**config.mk**
```make
export PLATFORM = sky130hd
export DESIGN_NAME = rle_raster_player
export DESIGN_NICKNAME = d
export VERILOG_FILES = /design/src/rtl/rle_pkg.sv /design/src/rtl/rle_byte_fetch.sv /design/src/rtl/rle_run_counter.sv /design/src/rtl/rle_retrace_timer.sv /design/src/rtl/rle_raster_player.sv
export SDC_FILE = /design/constraint.sdc
export NUM_CORES = 1
export LEC_CHECK = 0
export BUFFER_PORTS_ARGS = -buffer_cell sky130_fd_sc_hd__buf_4
export CAP_MARGIN = 5
export CORE_UTILIZATION = 48
export DETAILED_ROUTE_END_ITERATION = 7
export MAX_ROUTING_LAYER = met4
export PLACE_DENSITY = 0.82
export SETUP_SLACK_MARGIN = 0.15
export SYNTH_ARGS = -nofsm -noshare
export SYNTH_HDL_FRONTEND = slang
export SYNTH_HIERARCHICAL = 1
export SYNTH_SLANG_ARGS = --single-unit
```
**constraint.sdc**
```tcl
create_clock -name clk -period 1.75 [get_ports clk]
set_input_delay 0.35 -clock clk [delete_from_list [all_inputs] [get_ports clk]]
set_output_delay 0.35 -clock clk [all_outputs]
set_load 0.005 [all_outputs]
```
**src/rtl/rle_pkg.sv**
```systemverilog
package rle_pkg;
   typedef enum logic [2:0] {
      ST_IDLE, ST_VS, ST_HS, ST_REQ, ST_LOAD, ST_LO, ST_HI, ST_RT
   } scan_st_t;

   typedef struct packed {
      logic       level;
      logic [6:0] run_m1;
   } code_t;

   localparam int unsigned CODE_W = 8;
endpackage

```
**src/rtl/rle_byte_fetch.sv**
```systemverilog
module rle_byte_fetch #(
   parameter int unsigned ADDR_W = 16
) (
   input  logic              clk,
   input  logic              rst_n,
   input  logic              restart,
   input  logic [ADDR_W-1:0] base_addr,
   input  logic              req,
   output logic              mem_rd,
   output logic [ADDR_W-1:0] mem_addr
);
   logic [ADDR_W-1:0] ptr_q;

   always_ff @(posedge clk) begin
      if (!rst_n)       ptr_q <= '0;
      else if (restart) ptr_q <= base_addr;
      else if (req)     ptr_q <= ptr_q + 1'b1;
   end

   assign mem_rd   = req;
   assign mem_addr = ptr_q;
endmodule

```
**src/rtl/rle_run_counter.sv**
```systemverilog
module rle_run_counter
   import rle_pkg::*;
(
   input  logic  clk,
   input  logic  rst_n,
   input  logic  load,
   input  code_t code,
   input  logic  step,
   output logic  level,
   output logic  run_last
);
   logic       level_q;
   logic [6:0] left_q;

   always_ff @(posedge clk) begin
      if (!rst_n) begin
         level_q <= 1'b0;
         left_q  <= '0;
      end else if (load) begin
         level_q <= code.level;
         left_q  <= code.run_m1;
      end else if (step && left_q != '0) begin
         left_q <= left_q - 1'b1;
      end
   end

   assign level    = level_q;
   assign run_last = (left_q == '0);
endmodule

```
**src/rtl/rle_retrace_timer.sv**
```systemverilog
module rle_retrace_timer #(
   parameter int unsigned RT_W = 16
) (
   input  logic            clk,
   input  logic            rst_n,
   input  logic            load,
   input  logic [RT_W-1:0] len,
   input  logic            active,
   output logic            expired
);
   logic [RT_W-1:0] cnt_q;

   always_ff @(posedge clk) begin
      if (!rst_n)                        cnt_q <= '0;
      else if (load)                     cnt_q <= len;
      else if (active && cnt_q != '0)    cnt_q <= cnt_q - 1'b1;
   end

   assign expired = (cnt_q == '0);
endmodule

```
**src/rtl/rle_raster_player.sv**
```systemverilog
module rle_raster_player
   import rle_pkg::*;
#(
   parameter int unsigned ADDR_W          = 16,
   parameter int unsigned RT_W            = 16,
   parameter int unsigned PIX_PER_LINE    = 256,
   parameter int unsigned LINES_PER_FRAME = 256
) (
   input  logic              clk,
   input  logic              rst_n,
   input  logic              start,
   input  logic [ADDR_W-1:0] base_addr,
   input  logic [RT_W-1:0]   retrace_len,
   output logic              mem_rd,
   output logic [ADDR_W-1:0] mem_addr,
   input  logic [7:0]        mem_data,
   output logic              video,
   output logic              dot_clk,
   output logic              hsync,
   output logic              vsync,
   output logic              frame_done
);
   localparam int unsigned DOT_W  = (PIX_PER_LINE    > 2) ? $clog2(PIX_PER_LINE)    : 1;
   localparam int unsigned LINE_W = (LINES_PER_FRAME > 2) ? $clog2(LINES_PER_FRAME) : 1;

   if (PIX_PER_LINE < 2) begin : g_bad_pix
      $error("PIX_PER_LINE must be at least 2");
   end
   if (LINES_PER_FRAME < 2) begin : g_bad_lines
      $error("LINES_PER_FRAME must be at least 2");
   end
   if (ADDR_W < 1 || RT_W < 1) begin : g_bad_width
      $error("ADDR_W and RT_W must be positive");
   end

   scan_st_t          st_q, st_d;
   logic [DOT_W-1:0]  dot_q;
   logic [LINE_W-1:0] line_q;
   logic              dot_last, line_last, run_last, level, rt_expired;

   assign dot_last  = (dot_q  == DOT_W'(PIX_PER_LINE - 1));
   assign line_last = (line_q == LINE_W'(LINES_PER_FRAME - 1));

   always_comb begin
      st_d = st_q;
      unique case (st_q)
         ST_IDLE: if (start) st_d = ST_VS;
         ST_VS:   st_d = ST_HS;
         ST_HS:   st_d = ST_REQ;
         ST_REQ:  st_d = ST_LOAD;
         ST_LOAD: st_d = ST_LO;
         ST_LO:   st_d = ST_HI;
         ST_HI: begin
            if (dot_last)      st_d = line_last ? ST_RT : ST_HS;
            else if (run_last) st_d = ST_REQ;
            else               st_d = ST_LO;
         end
         ST_RT:   if (rt_expired) st_d = ST_VS;
         default: st_d = ST_IDLE;
      endcase
   end

   always_ff @(posedge clk) begin
      if (!rst_n) begin
         st_q   <= ST_IDLE;
         dot_q  <= '0;
         line_q <= '0;
      end else begin
         st_q <= st_d;
         if (st_q == ST_VS) line_q <= '0;
         if (st_q == ST_HS) dot_q  <= '0;
         if (st_q == ST_HI) begin
            dot_q <= dot_q + 1'b1;
            if (dot_last) line_q <= line_q + 1'b1;
         end
      end
   end

   rle_byte_fetch #(.ADDR_W(ADDR_W)) u_fetch (
      .clk       (clk),
      .rst_n     (rst_n),
      .restart   (st_q == ST_VS),
      .base_addr (base_addr),
      .req       (st_q == ST_REQ),
      .mem_rd    (mem_rd),
      .mem_addr  (mem_addr)
   );

   rle_run_counter u_run (
      .clk      (clk),
      .rst_n    (rst_n),
      .load     (st_q == ST_LOAD),
      .code     (code_t'(mem_data)),
      .step     (st_q == ST_HI),
      .level    (level),
      .run_last (run_last)
   );

   rle_retrace_timer #(.RT_W(RT_W)) u_rt (
      .clk     (clk),
      .rst_n   (rst_n),
      .load    (st_q == ST_HI && dot_last && line_last),
      .len     (retrace_len),
      .active  (st_q == ST_RT),
      .expired (rt_expired)
   );

   assign vsync      = (st_q != ST_VS);
   assign hsync      = (st_q == ST_HS);
   assign dot_clk    = (st_q == ST_HI);
   assign video      = (st_q == ST_LO || st_q == ST_HI) && level;
   assign frame_done = (st_q == ST_RT) && rt_expired;
endmodule

```
==> flow_summary.toml, run 1 <==
[layout]
final_common_cell = "buf_4"
post-route-cell-area_sq_um = 5450
diodes = 0
multi_input_area_sq_um = 2470
nets = 596
mostFrequentLayoutCells = "118 x buf_4, 46 x dfxtp_1, 34 x a21oi_1"
n_fill_cell = 400
syn_to_final_growth_pct = 57.9
drive_above_1_share_pct = 49.4
instances_no_fill = 649
regArea_sq_um = 1200

[outcome]
outcome = "finished with violations"
violations = "negative setup slack"

[yosys]
netlist_area_sq_um = 3450
synth_edf_count = 0
synth_nets = 454
synth_top_area_share_pct = 34.3
ys_ff_latch = 59
synth_ff_type = "dfxtp_1"
yosysWarnings = 6
netlist-cell-type-count = 66
synth_top_area_cell = "dfxtp_1"
synth_area_per_cell_sq_um = 8.49
synthCells = 406
synth_top_cells_by_area = "dfxtp_1 34%, xnor2_1 6.1%, a21oi_1 5.4%"
ys_seq_area_share_pct = 34.3
async_flop_share_pct = 0

[placement]
hpwl_um = 6400
preCtsSetupSlack_ns = -0.126
dp.cells = 595
io_buffers = 64
routabilityCongestion = 0.902
place_area_sq_um = 4400

[timing]
drv_slew = 0
maxSlewHeadroom_pct = 67.9
fin_crit_sh_pct = 124
max_freq_ghz = 0.460
rsz0062_at_grt = "yes"
final_hold_viol_count = 0
timing.final.ws_setup_ns = -0.425
finalSetupViolations = 23
finClkSkew_ns = 0.0133
tightest_slew_ns = 0.482
fin_crit_ns = 2.18

[drt]
routedWlPerCell_um = 20.6
wl_um = 13400
first_pass_iters = 7
route.detailed.drc = 0
drt_iter0_drc = 323
via_per_inst = 6.26
antenna_left = 0
routed-via-count = 4065

[clock_network]
path_clk_slew_ns = 0.08
htreeDepth = 3
tritoncts = "yes"
hold_buffers = 0
tritoncts.num_buffers = 9
root_buffer = "clkbuf_8"
cts.sinks = 59
clk-insertion-delay-late_ns = 0.35
clockBufferDepth = 2

[global_routing]
grt_overflow = 0
grtUsageTotal_pct = 28.7
grt_pass1_vias = 3432
grt_max_degree = 33
grt_pass1_wl_um = 16200
antenna_found_initial = 0

[floorplanning]
core_sq_um = 6870
die_w_um = 86.8
rows = 30
die_area_sq_um = 7530
start_util_pct = 50.2
fp.dieH_um = 86.8
io_pins = 65

[pwr]
leakagePower_nw = 2.33
p_sw_mw = 1.26
p_sw_share_pct = 31.5
power_mw = 3.99
p_int_mw = 2.73
pwr-share-clk_pct = 32.4
power_frac_seq_pct = 39.6
ir_drop_uv = 514
power_density_nw_per_um2 = 733
combPwrFrac_pct = 28.0

[worst_setup_path]
worst_ep_arrival_time_ns = 1.83
cp-start-kind = "flop"
worstPathRequired_ns = 1.40
endpoint_kind = "primary output"
r2r_cells = 7
path_class = "flop to primary output"
cp_max_fo = 3

[worst_hold_path]
min_path_type = "input port to flop"
hold_depth = 2

[job]
drv_cap = 0
[layout make-up]
type,instances,area share (%)
sequential,59,22.1
tap,96,2.21
inverter,15,1.24
clock buffer,10,2.53
multi-input combinational,309,45.4
timing repair buffer,154,25.4
clock inverter,6,1.17
[path summary, 6_finish.rpt]
path                  startpoint                   to  slack [ns]
setup / recovery  u_rt/cnt_q[12]           frame_done       -0.43
hold / removal      base_addr[0]  u_fetch/mem_addr[0]        0.26
setup reg to reg  u_rt/cnt_q[12]        u_rt/cnt_q[0]       -0.30
hold reg to reg        line_q[7]            line_q[7]        0.50
[worst max-delay path: stages (launching register included)]
cell      delay [ns]
dfxtp_1         0.31
or4_4           0.55
and4bb_2        0.36
and2_4          0.18
buf_6           0.09
[flip-flops by register name, indices dropped and copies added, names as in the netlist]
register and cells:
u_rt/cnt_q 16, u_run/left_q 7, u_fetch/mem_addr 16, u_run/level 1, line_q 8, dot_q 8, st_q 3
[power groups by stage]
stage	registers, mW	logic, mW	clock network, mW
final	1.58	1.12	1.29
after global routing	1.59	1.18	1.37
after CTS	1.56	0.829	1.28
after detailed placement	1.59	0.689	0
after global placement	1.58	0.667	0
after floorplan	1.56	0.414	0
[metrics by stage]
stage	util, %	setup TNS, ns	hold WS, ns
after detailed placement	64.1	-0.405	0.506
after floorplan	-	-0.0358	0.471
after global routing	79.3	-4.67	0.243
final	79.3	-2.98	0.260
after global placement	64.1	-0.0634	0.490
after CTS	71.9	-0.773	0.217
[per-layer routing]
metal | GRT usage (%) | vias to the layer above | routed length, um
met1 | 32.6 | 1923 | 4700
met3 | 4.86 | 105 | 1020
li1 | - | 1762 | -
met5 | - | - | 0
met4 | 12.4 | 0 | 813
met2 | 49.7 | 275 | 6830
[synthesized netlist by cell type, drive strengths merged, types with 6 or more instances]
library cell,count
dfxtp,59
a21oi,37
o21ai,36
nand2,33
nor2,33
xnor2,24
nand3,19
clkbuf,15
inv,15
nor3,14
nor4,14
nand4,12
nor2b,9
buf,8
o211a,6
[what timing repair did]
action,in CTS,in global routing
cloned,1,2
setup buffers,16,19
endpoints found under the setup margin,33,54
pin swaps,22,55
resized for setup,51,88
[logic make-up (layout without fill, tap and decap cells)]
family                     after synthesis  after routing  share of synthesized area [%]
DFF                                     59             59                           34.3
adders and majority gates                5              5                           1.81
AOI/OAI and AO/OA                      109            109                           19.7
xor gates and xnor gates                28             28                           7.11
buffers and inverters                   38            185                           5.51
muxes                                    7              7                           2.10
and+or+nand+nor                        160            160                           29.5
No activity file was read; power rests on OpenSTA's default activity.
==> inputs of run 2 (changes only) <==
- PLACE_DENSITY: 0.82 -> 0.8
==> flow_summary.toml, run 2 (same netlist as run 1, synthesis figures left out) <==
[outcome]
outcome = "finished with violations"
violations = "negative setup slack"

[floorplanning]
rows = 30
die_w_um = 86.8
io_pins = 65
start_util_pct = 50.2
fp.dieH_um = 86.8
core_sq_um = 6870
die_area_sq_um = 7530

[worst_hold_path]
hp-start = "base_addr[1]"
min_path_type = "input port to flop"
hold_depth = 2
worstHoldEndpoint = "u_fetch/mem_addr[1]"

[placement]
preCtsSetupSlack_ns = -0.121
routabilityCongestion = 0.850
dp.cells = 592
hpwl_um = 6390
io_buffers = 64

[layout]
mostFrequentLayoutCells = "111 x buf_4, 43 x dfxtp_1, 32 x a21oi_1"
drive_above_1_share_pct = 47.2
finish.utilization_pct = 76.0
syn_to_final_growth_pct = 51.4
nets = 579
diodes = 0
instances_no_fill = 632
n_fill_cell = 449
final_common_cell = "buf_4"

[worst_setup_path]
cp_max_fo = 2
worstReg2RegEnd = "u_rt/cnt_q[1]"
worstPathRequired_ns = 1.40
r2r_cells = 8
r2r_start = "u_rt/cnt_q[12]"
path_class = "flop to primary output"
endpoint_kind = "primary output"
reg2reg_slack_ns = -0.36
worst_ep_arrival_time_ns = 1.80
cp-start-kind = "flop"

[global_routing]
grtUsageTotal_pct = 26.9
grt_overflow = 0
grt_pass1_vias = 3306
grt_pass1_wl_um = 15300
antenna_found_initial = 0
grt_max_degree = 33

[pwr]
leakagePower_nw = 2.13
ir_drop_uv = 455
power_mw = 3.99
power_density_nw_per_um2 = 763

[timing]
finalSetupViolations = 16
hold_ws_ns = 0.250
drv_slew = 0
final_hold_viol_count = 0
fin_crit_ns = 2.15
tightest_slew_ns = 0.442
finClkSkew_ns = 0.00972
timing.final.ws_setup_ns = -0.401
max_freq_ghz = 0.465
maxSlewHeadroom_pct = 70.4
rsz0062_at_grt = "yes"
fin_crit_sh_pct = 123

[clock_network]
clk-insertion-delay-late_ns = 0.34
tritoncts.num_buffers = 9
root_buffer = "clkbuf_8"
cts.sinks = 59
tritoncts = "yes"
htreeDepth = 3
clockBufferDepth = 2
path_clk_slew_ns = 0.07

[drt]
drt_iter0_drc = 169
route.detailed.drc = 0
antenna_left = 0
via_per_inst = 5.83
routedWlPerCell_um = 16.7
wl_um = 10600
routed-via-count = 3683
first_pass_iters = 5

[job]
drv_cap = 0
[run 2: changes by cell type in the layout (fill, tap and decap cells not counted), moves of 4 or more]
cell / change
nand2_1: +4
o21ai_0: -5
buf_8: -5
buf_4: -7
nor3_4: -6
[run 2: final cells by class]
| class | count | area [sq um] | share of cell area (%) |
|---|---|---|---|
| multi-input combinational | 309 | 2400 | 46.0 |
| sequential | 59 | 1210 | 23.2 |
| timing repair buffer | 137 | 1180 | 22.6 |
| clock buffer | 12 | 155 | 2.97 |
| tap | 96 | 120 | 2.30 |
| inverter | 15 | 81.3 | 1.56 |
| clock inverter | 4 | 72.6 | 1.39 |
[run 2: critical path, stage by stage, from the launching register on]
cell	delay (ns)
dfxtp_2	0.33
or4_4	0.53
and4bb_2	0.35
and2_4	0.16
buf_6	0.09
[run 2: how the worst max path moves through the flow]
stage,startpoint,end,slack (ns),depth (start not counted)
after floorplan,u_rt/cnt_q[13],frame_done,-0.04,4
after global placement,u_rt/cnt_q[13],frame_done,-0.06,4
after detailed placement,u_rt/cnt_q[13],u_rt/cnt_q[0],-0.12,6
after CTS,u_rt/cnt_q[8],frame_done,-0.39,4
after global routing,u_rt/cnt_q[7],frame_done,-0.42,4
final,u_rt/cnt_q[12],frame_done,-0.40,4
[run 2: where the power goes]
part / switching (mW) / internal, mW
combinational: 0.439 / 0.533
clock: 0.572 / 0.878
sequential: 0.131 / 1.43
total: 1.14 / 2.84
[run 2: repair_timing]
item | in CTS | in global routing
endpoints found under the hold margin | 0 | 0
gates resized for setup | 47 | 72
setup endpoints to repair | 44 | 48
gates cloned | 2 | 0
hold buffers | 0 | 0
buffers inserted | 11 | 11
pin swaps | 8 | 34
[run 2: routing by layer]
metal | GRT usage [%] | vias to the layer above | part of all wire (%)
li1 | - | 1747 | -
met1 | 32.3 | 1759 | 40
met2 | 45.1 | 136 | 51
met3 | 3.81 | 41 | 5.2
met4 | 11.4 | 0 | 3.3
met5 | - | - | 0
[run 2: stage by stage]
step           setup TNS [ns]  area, sq um
2_1_floorplan         -0.0358         3570
3_3_place_gp           -0.121         4390
3_5_place_dp           -0.571         4390
4_1_cts                 -1.63         4900
5_1_grt                 -4.13         5220
6_report                -3.25         5220
